<file path="config.mk">
export PLATFORM = sky130hd
export DESIGN_NAME = hs_clk_lane_seq
export DESIGN_NICKNAME = d
export VERILOG_FILES = /design/src/rtl/hs_clk_pkg.sv /design/src/rtl/hs_clk_datapath.sv /design/src/rtl/hs_clk_ctrl.sv /design/src/rtl/hs_clk_lane_seq.sv
export SDC_FILE = /design/constraint.sdc
export NUM_CORES = 1
export LEC_CHECK = 0
export ABC_AREA = 0
export BUFFER_PORTS_ARGS = -buffer_cell sky130_fd_sc_hd__buf_2
export CORE_MARGIN = 4
export CORE_UTILIZATION = 49
export DETAILED_ROUTE_END_ITERATION = 8
export GPL_TIMING_DRIVEN = 0
export MAX_ROUTING_LAYER = met4
export PLACE_DENSITY_LB_ADDON = 0.12
export SLEW_MARGIN = 5
export SYNTH_ARGS = -nofsm -noshare
export SYNTH_HDL_FRONTEND = slang
export SYNTH_SLANG_ARGS = --single-unit
export TNS_END_PERCENT = 5
</file>
<file path="constraint.sdc">
create_clock -name clk -period 3.45 [get_ports clk]
set_input_delay 0.345 -clock clk [delete_from_list [all_inputs] [get_ports clk]]
set_output_delay 0.345 -clock clk [all_outputs]
set_load 0.02 [all_outputs]
</file>
<file path="src/rtl/hs_clk_pkg.sv">
package hs_clk_pkg;

  typedef enum logic [2:0] {
    ST_IDLE,
    ST_LPX,
    ST_PREP,
    ST_ZERO,
    ST_HSCLK,
    ST_TRAIL,
    ST_EXIT,
    ST_POST
  } laneState_e;

  // strobes from the sequencing control to the timing datapath
  typedef struct packed {
    logic       latchCfg;   // capture both configuration words
    logic       loadTimer;  // reload the phase timer
    laneState_e loadSel;    // phase whose duration is loaded
    logic       hsClkOn;    // run the clock toggle
  } seqStrobe_t;

endpackage

</file>
<file path="src/rtl/hs_clk_datapath.sv">
module hs_clk_datapath
  import hs_clk_pkg::*;
#(
  parameter int CFG_W      = 32,
  parameter int FIELD_W    = 8,
  parameter int TLPX_W     = 5,
  parameter int TLPX_LSB   = 16,
  parameter int PREP_LSB   = 24,
  parameter int ZERO_LSB   = 0,
  parameter int TRAIL_LSB  = 8,
  parameter int EXIT_LSB   = 0,
  parameter int BYTE_DIV   = 4,
  parameter int POST_BYTES = 2
) (
  input  logic             clk,
  input  logic             rstN,
  input  seqStrobe_t       strobe,
  input  logic [CFG_W-1:0] cfgA,
  input  logic [CFG_W-1:0] cfgB,
  output logic             timerZero,
  output logic             hsBit
);

  localparam int TIMER_W  = FIELD_W + 2;
  localparam int POST_LEN = BYTE_DIV * POST_BYTES;
  localparam logic [CFG_W-1:0] USED_A =
    (((CFG_W)'(1) << TLPX_W) - 1) << TLPX_LSB |
    (((CFG_W)'(1) << FIELD_W) - 1) << PREP_LSB |
    (((CFG_W)'(1) << FIELD_W) - 1) << ZERO_LSB;
  localparam logic [CFG_W-1:0] USED_B =
    (((CFG_W)'(1) << FIELD_W) - 1) << TRAIL_LSB |
    (((CFG_W)'(1) << FIELD_W) - 1) << EXIT_LSB;

  logic [CFG_W-1:0]   shadowA, shadowB;
  logic [CFG_W-1:0]   srcA, srcB;
  logic [TIMER_W-1:0] timer, loadVal;
  logic [FIELD_W-1:0] tlpxF, prepF, zeroF, trailF, exitF;
  logic               unusedCfgBits;
  logic               toggleQ;

  // a new start uses the words on the inputs, later phases the captured copy
  assign srcA = strobe.latchCfg ? cfgA : shadowA;
  assign srcB = strobe.latchCfg ? cfgB : shadowB;

  assign tlpxF  = FIELD_W'(srcA[TLPX_LSB +: TLPX_W]);
  assign prepF  = srcA[PREP_LSB  +: FIELD_W];
  assign zeroF  = srcA[ZERO_LSB  +: FIELD_W];
  assign trailF = srcB[TRAIL_LSB +: FIELD_W];
  assign exitF  = srcB[EXIT_LSB  +: FIELD_W];

  assign unusedCfgBits = ^{srcA & ~USED_A, srcB & ~USED_B};

  function automatic logic [TIMER_W-1:0] atLeastOne(input logic [FIELD_W-1:0] v);
    return (v == '0) ? TIMER_W'(1) : TIMER_W'(v);
  endfunction

  // timer holds (duration - 1) so the last cycle of a phase sees zero
  always_comb begin
    unique case (strobe.loadSel)
      ST_LPX:   loadVal = (atLeastOne(tlpxF) << 1) - TIMER_W'(1);
      ST_PREP:  loadVal = atLeastOne(prepF) - TIMER_W'(1);
      ST_ZERO:  loadVal = atLeastOne(zeroF) - TIMER_W'(1);
      ST_TRAIL: loadVal = atLeastOne(trailF) - TIMER_W'(1);
      ST_EXIT:  loadVal = atLeastOne(exitF) - TIMER_W'(1);
      default:  loadVal = TIMER_W'(POST_LEN - 1);
    endcase
  end

  always_ff @(posedge clk or negedge rstN) begin
    if (!rstN) begin
      shadowA <= '0;
      shadowB <= '0;
    end else if (strobe.latchCfg) begin
      shadowA <= cfgA;
      shadowB <= cfgB;
    end
  end

  always_ff @(posedge clk or negedge rstN) begin
    if (!rstN)                 timer <= '0;
    else if (strobe.loadTimer) timer <= loadVal;
    else if (timer != '0)      timer <= timer - TIMER_W'(1);
  end

  assign timerZero = (timer == '0);

  always_ff @(posedge clk or negedge rstN) begin
    if (!rstN)               toggleQ <= 1'b0;
    else if (strobe.hsClkOn) toggleQ <= ~toggleQ;
    else                     toggleQ <= 1'b0;
  end

  assign hsBit = strobe.hsClkOn & toggleQ;

endmodule

</file>
<file path="src/rtl/hs_clk_ctrl.sv">
module hs_clk_ctrl
  import hs_clk_pkg::*;
#(
  parameter int BYTE_DIV = 4
) (
  input  logic       clk,
  input  logic       rstN,
  input  logic       hsReq,
  input  logic       timerZero,
  output seqStrobe_t strobe,
  output laneState_e state,
  output logic       byteTick
);

  localparam int BYTE_W = (BYTE_DIV > 1) ? $clog2(BYTE_DIV) : 1;

  logic [BYTE_W-1:0] byteCnt;
  laneState_e        nextState;
  logic              dropSeen, inStart;

  always_ff @(posedge clk or negedge rstN) begin
    if (!rstN)         byteCnt <= '0;
    else if (byteTick) byteCnt <= '0;
    else               byteCnt <= byteCnt + BYTE_W'(1);
  end

  assign byteTick = (byteCnt == BYTE_W'(BYTE_DIV - 1));
  assign inStart  = (state == ST_LPX) || (state == ST_PREP) || (state == ST_ZERO);

  always_comb begin
    nextState        = state;
    strobe.latchCfg  = 1'b0;
    strobe.loadTimer = 1'b0;
    strobe.loadSel   = ST_POST;
    strobe.hsClkOn   = (state == ST_HSCLK);
    unique case (state)
      ST_IDLE:
        if (byteTick && hsReq) begin
          nextState       = ST_LPX;
          strobe.latchCfg = 1'b1;
        end
      ST_LPX:   if (timerZero) nextState = ST_PREP;
      ST_PREP:  if (timerZero) nextState = ST_ZERO;
      ST_ZERO:
        if (timerZero && byteTick)
          nextState = (hsReq && !dropSeen) ? ST_HSCLK : ST_TRAIL;
      ST_HSCLK: if (byteTick && !hsReq) nextState = ST_TRAIL;
      ST_TRAIL: if (timerZero) nextState = ST_EXIT;
      ST_EXIT:  if (timerZero) nextState = ST_POST;
      default:  if (timerZero) nextState = ST_IDLE;
    endcase
    if (nextState != state && nextState != ST_HSCLK && nextState != ST_IDLE) begin
      strobe.loadTimer = 1'b1;
      strobe.loadSel   = nextState;
    end
  end

  always_ff @(posedge clk or negedge rstN) begin
    if (!rstN) state <= ST_IDLE;
    else       state <= nextState;
  end

  // a low request seen at any tick of the start sequence forces a stop after it
  always_ff @(posedge clk or negedge rstN) begin
    if (!rstN)                            dropSeen <= 1'b0;
    else if (state == ST_IDLE)            dropSeen <= 1'b0;
    else if (inStart && byteTick && !hsReq) dropSeen <= 1'b1;
  end

endmodule

</file>
<file path="src/rtl/hs_clk_lane_seq.sv">
module hs_clk_lane_seq
  import hs_clk_pkg::*;
#(
  parameter int CFG_W      = 32,
  parameter int FIELD_W    = 8,
  parameter int TLPX_W     = 5,
  parameter int BYTE_DIV   = 4,
  parameter int POST_BYTES = 2
) (
  input  logic             clk,
  input  logic             rstN,
  input  logic             hsReq,
  input  logic             escReq,
  input  logic             ulpsReq,
  input  logic             turnReq,
  input  logic [CFG_W-1:0] cfgA,
  input  logic [CFG_W-1:0] cfgB,
  output logic             byteTick,
  output logic [1:0]       lpPair,
  output logic             hsEn,
  output logic             hsData,
  output logic             hsReady,
  output logic             stopState,
  output logic             shutdownOk,
  output logic             reqConflict
);

  seqStrobe_t strobe;
  laneState_e state;
  logic       timerZero;

  hs_clk_ctrl #(.BYTE_DIV(BYTE_DIV)) u_ctrl (
    .clk      (clk),
    .rstN     (rstN),
    .hsReq    (hsReq),
    .timerZero(timerZero),
    .strobe   (strobe),
    .state    (state),
    .byteTick (byteTick)
  );

  hs_clk_datapath #(
    .CFG_W     (CFG_W),
    .FIELD_W   (FIELD_W),
    .TLPX_W    (TLPX_W),
    .BYTE_DIV  (BYTE_DIV),
    .POST_BYTES(POST_BYTES)
  ) u_dp (
    .clk      (clk),
    .rstN     (rstN),
    .strobe   (strobe),
    .cfgA     (cfgA),
    .cfgB     (cfgB),
    .timerZero(timerZero),
    .hsBit    (hsData)
  );

  always_comb begin
    unique case (state)
      ST_LPX:                       begin lpPair = 2'b01; hsEn = 1'b0; end
      ST_PREP:                      begin lpPair = 2'b00; hsEn = 1'b0; end
      ST_ZERO, ST_HSCLK, ST_TRAIL:  begin lpPair = 2'b00; hsEn = 1'b1; end
      default:                      begin lpPair = 2'b11; hsEn = 1'b0; end
    endcase
  end

  assign hsReady     = (state == ST_HSCLK);
  assign stopState   = (lpPair == 2'b11) && !hsEn;
  assign shutdownOk  = (state == ST_IDLE);
  assign reqConflict = hsReq && (escReq || ulpsReq || turnReq);

endmodule

</file>
==> flow_summary.json <==
{
  "run_status": "completed",
  "ctsLongestPathBuffers": 2,
  "drt_drc_violations_left": 0,
  "clock-sinks": 54,
  "yosys_warnings": 0,
  "ant_nets": 0,
  "rows": 30,
  "fmax_mhz": 300,
  "dominantRegCellSynth": "dfrtp_1",
  "synthAdderAreaFrac_pct": 2.17,
  "drtIter0Drc": 167,
  "crit_path_start_kind": "register",
  "place_ws_ns": -0.446,
  "grt_pass1_wl_mm": 14.0,
  "drv_cap": 0,
  "p_leak_uw": 0.00220,
  "relSlewSlack_pct": 55.8,
  "synth_xor_area_share_pct": 2.78,
  "drt_pass1_iterations": 4,
  "htreeDepth": 2,
  "final_max_slew_viol_count": 0,
  "syn_nets": 433,
  "skew_ns": 0.0101,
  "ir_drop_mv": 0.422,
  "setup_viol": 0,
  "antenna_cells": 0,
  "syn-cell-area_um2": 3460,
  "fin_crit_sh_pct": 96.6,
  "clock_latency_ns": 0.31,
  "arrival_ns": 3.54,
  "worst_pin_slew_ns": 0.663,
  "power_density_nw_per_um2": 710,
  "dp_hpwl_mm": 6.39,
  "ys_ff_latch": 54,
  "path_buf_inv": 1,
  "vias_per_cell": 5.70,
  "wire_per_inst_um": 16.3,
  "post-route-worst-setup-slack_ns": 0.118,
  "syn_to_final_growth_pct": 23.3,
  "totalWireLength_mm": 8.54,
  "die_area_um2": 8480,
  "critPathCaptureType": "register",
  "crit_fanout": 10,
  "initial_core_util_pct": 50.7,
  "min_period_ns": 3.33,
  "async_flop_share_pct": 100,
  "core_area_um2": 6830,
  "hp-class": "primary input to async pin",
  "grt_max_degree": 55,
  "cts_made_buffers": 5,
  "rsz0062_at_grt": "true",
  "holdWs_ns": 0.0556,
  "required_ns": 3.66,
  "synth_compound_area_share_pct": 19.2,
  "grt.overflow.total": 0,
  "synthDistinctLibCells": 76,
  "crit_chain": "nor4_4, buf_4, and4_2, a21oi_2, nand2b_1, mux2_4, a221oi_1, a21oi_1, or4_1, a31o_1",
  "root_buffer": "clkbuf_8",
  "synth_edf_count": 0,
  "die_height_um": 92.1,
  "synth_top_family_by_area": "simple AND/OR/NAND/NOR gates",
  "critical_path.top_delay_family": "simple AND/OR/NAND/NOR gates",
  "cts_tree": "done",
  "gr-usage-all-layers_pct": 21.2,
  "n_fill_cell": 603,
  "num_io_pins": 79,
  "syn-instance-count": 357,
  "muxShareOfSynthArea_pct": 10.5,
  "drive_gt1_share_pct": 34.3,
  "clkSlewWorstSetupHoldPaths_ns": 0.10,
  "place.gp.congestion": 0.852,
  "port_buffers": 51,
  "path_class": "register to register",
  "antenna_found_initial": 0,
  "dr_total_vias": 2995,
  "yosysSeqAreaShare_pct": 39.0,
  "cp_slowest_cell": "or4_1",
  "max_stage_delay_ns": 0.51,
  "synth-simple-area-share_pct": 21.0,
  "grt_pass1_vias": 2881,
  "avgSynthCellArea_um2": 9.70,
  "nets": 504,
  "die_w_um": 92.1,
  "finalHoldViolCount": 0
}
## per-stage QoR
step	area, um^2	setup TNS [ns]	util, %	total power (uW)	cells
5_1_grt	4270	-0.166	62.5	3280	525
6_report	4270	0	62.5	3030	525
3_5_place_dp	3840	-2.10	56.2	2450	504
2_1_floorplan	3470	0	-	2070	357
3_3_place_gp	3840	-2.16	56.2	2420	504
4_1_cts	4010	-0.0357	58.8	2870	511
## cell type report
type,count,area (um^2),share of cell area [%]
Clock inverter,2,16.3,0.381
Buffer,13,96.3,2.25
Inverter,27,101,2.37
Clock buffer,6,82.6,1.93
Tap cell,96,120,2.81
Sequential cell,54,1350,31.6
Timing Repair Buffer,65,360,8.43
Multi-Input combinational cell,262,2140,50.2
## flip-flops by register name, indices dropped and copies added, names as in the netlist
name             count
u_ctrl.byteCnt       2
u_ctrl.dropSeen      1
u_ctrl.state         3
u_dp.shadowA        21
u_dp.shadowB        16
u_dp.timer          10
u_dp.toggleQ         1
## cell usage after synthesis (all sizes together) (4+ instances only)
cell type	count	area, um^2
a21boi	4	30.0
a21oi	17	111
a31oi	4	25.0
a41oi	6	52.6
and2	5	31.3
and3	15	96.3
buf	10	67.6
clkbuf	4	15.0
dfrtp	54	1350
ha	6	75.1
inv	27	101
mux2	16	184
mux2i	18	180
nand2	25	104
nand2b	6	37.5
nand3	10	67.6
nor2	24	92.6
nor3	11	55.1
nor4	10	92.6
o21ai	15	75.1
o22ai	5	31.3
or4	4	31.3
xnor2	4	35.0
xor2	7	61.3
## report_power, final
group | leakage [uW] | switching, uW | total (uW) | internal, uW
registers | 0.000720 | 156 | 951 | 795
logic | 0.00144 | 946 | 1700 | 758
clock network | 0.0000478 | 213 | 379 | 166
total | 0.00220 | 1320 | 3030 | 1720
## placed cells by master (no fill, tap or decap), types with 5 or more instances in the layout
cell type	instances
a21oi_1	13
o22ai_1	5
buf_4	20
nor3_1	11
xor2_1	7
mux2i_1	15
inv_1	27
nand2b_1	6
nor4_1	8
mux2_2	15
clkbuf_8	6
o21ai_0	12
buf_2	51
nand3_1	8
nand2_1	22
and3_1	13
nor2_1	22
dfrtp_1	54
## kinds of logic after synthesis
logic type	count (synthesis)
muxes	34
xor gates and xnor gates	11
DFF	54
and+or+nand+nor	125
buffers and inverters	41
adders and majority gates	6
AOI/OAI and AO/OA	86
## path summary, 6_finish.rpt
check	to	cells after the start	startpoint	slack, ns
hold / removal	u_dp.shadowB[14]	1	rstN	0.06
setup / recovery	u_dp.timer[7]	10	u_dp.timer[6]	0.12
hold reg to reg	u_dp.toggleQ	1	u_dp.toggleQ	0.43
setup reg to reg	u_dp.timer[7]	10	u_dp.timer[6]	0.12
max in group asynchronous	u_dp.timer[6]	1	rstN	2.94
min in group clk	u_dp.shadowB[8]	3	cfgB[8]	0.24
## per-layer routing
metal  global-route usage [%]  wire length, um  vias up
met4                     5.32              156        0
met3                     3.20              405       19
met2                     32.6             3970       76
met5                        -                0        -
met1                     29.6             4010     1445
li1                         -                -     1455
## what timing repair did
item	CTS	global route
hold endpoints to repair	0	0
hold buffers	0	0
gates resized for setup	19	29
setup endpoints to repair	9	7
setup buffers	0	13
cloned	0	1
pin swaps	4	10
Power figures use the tool's default switching activity.
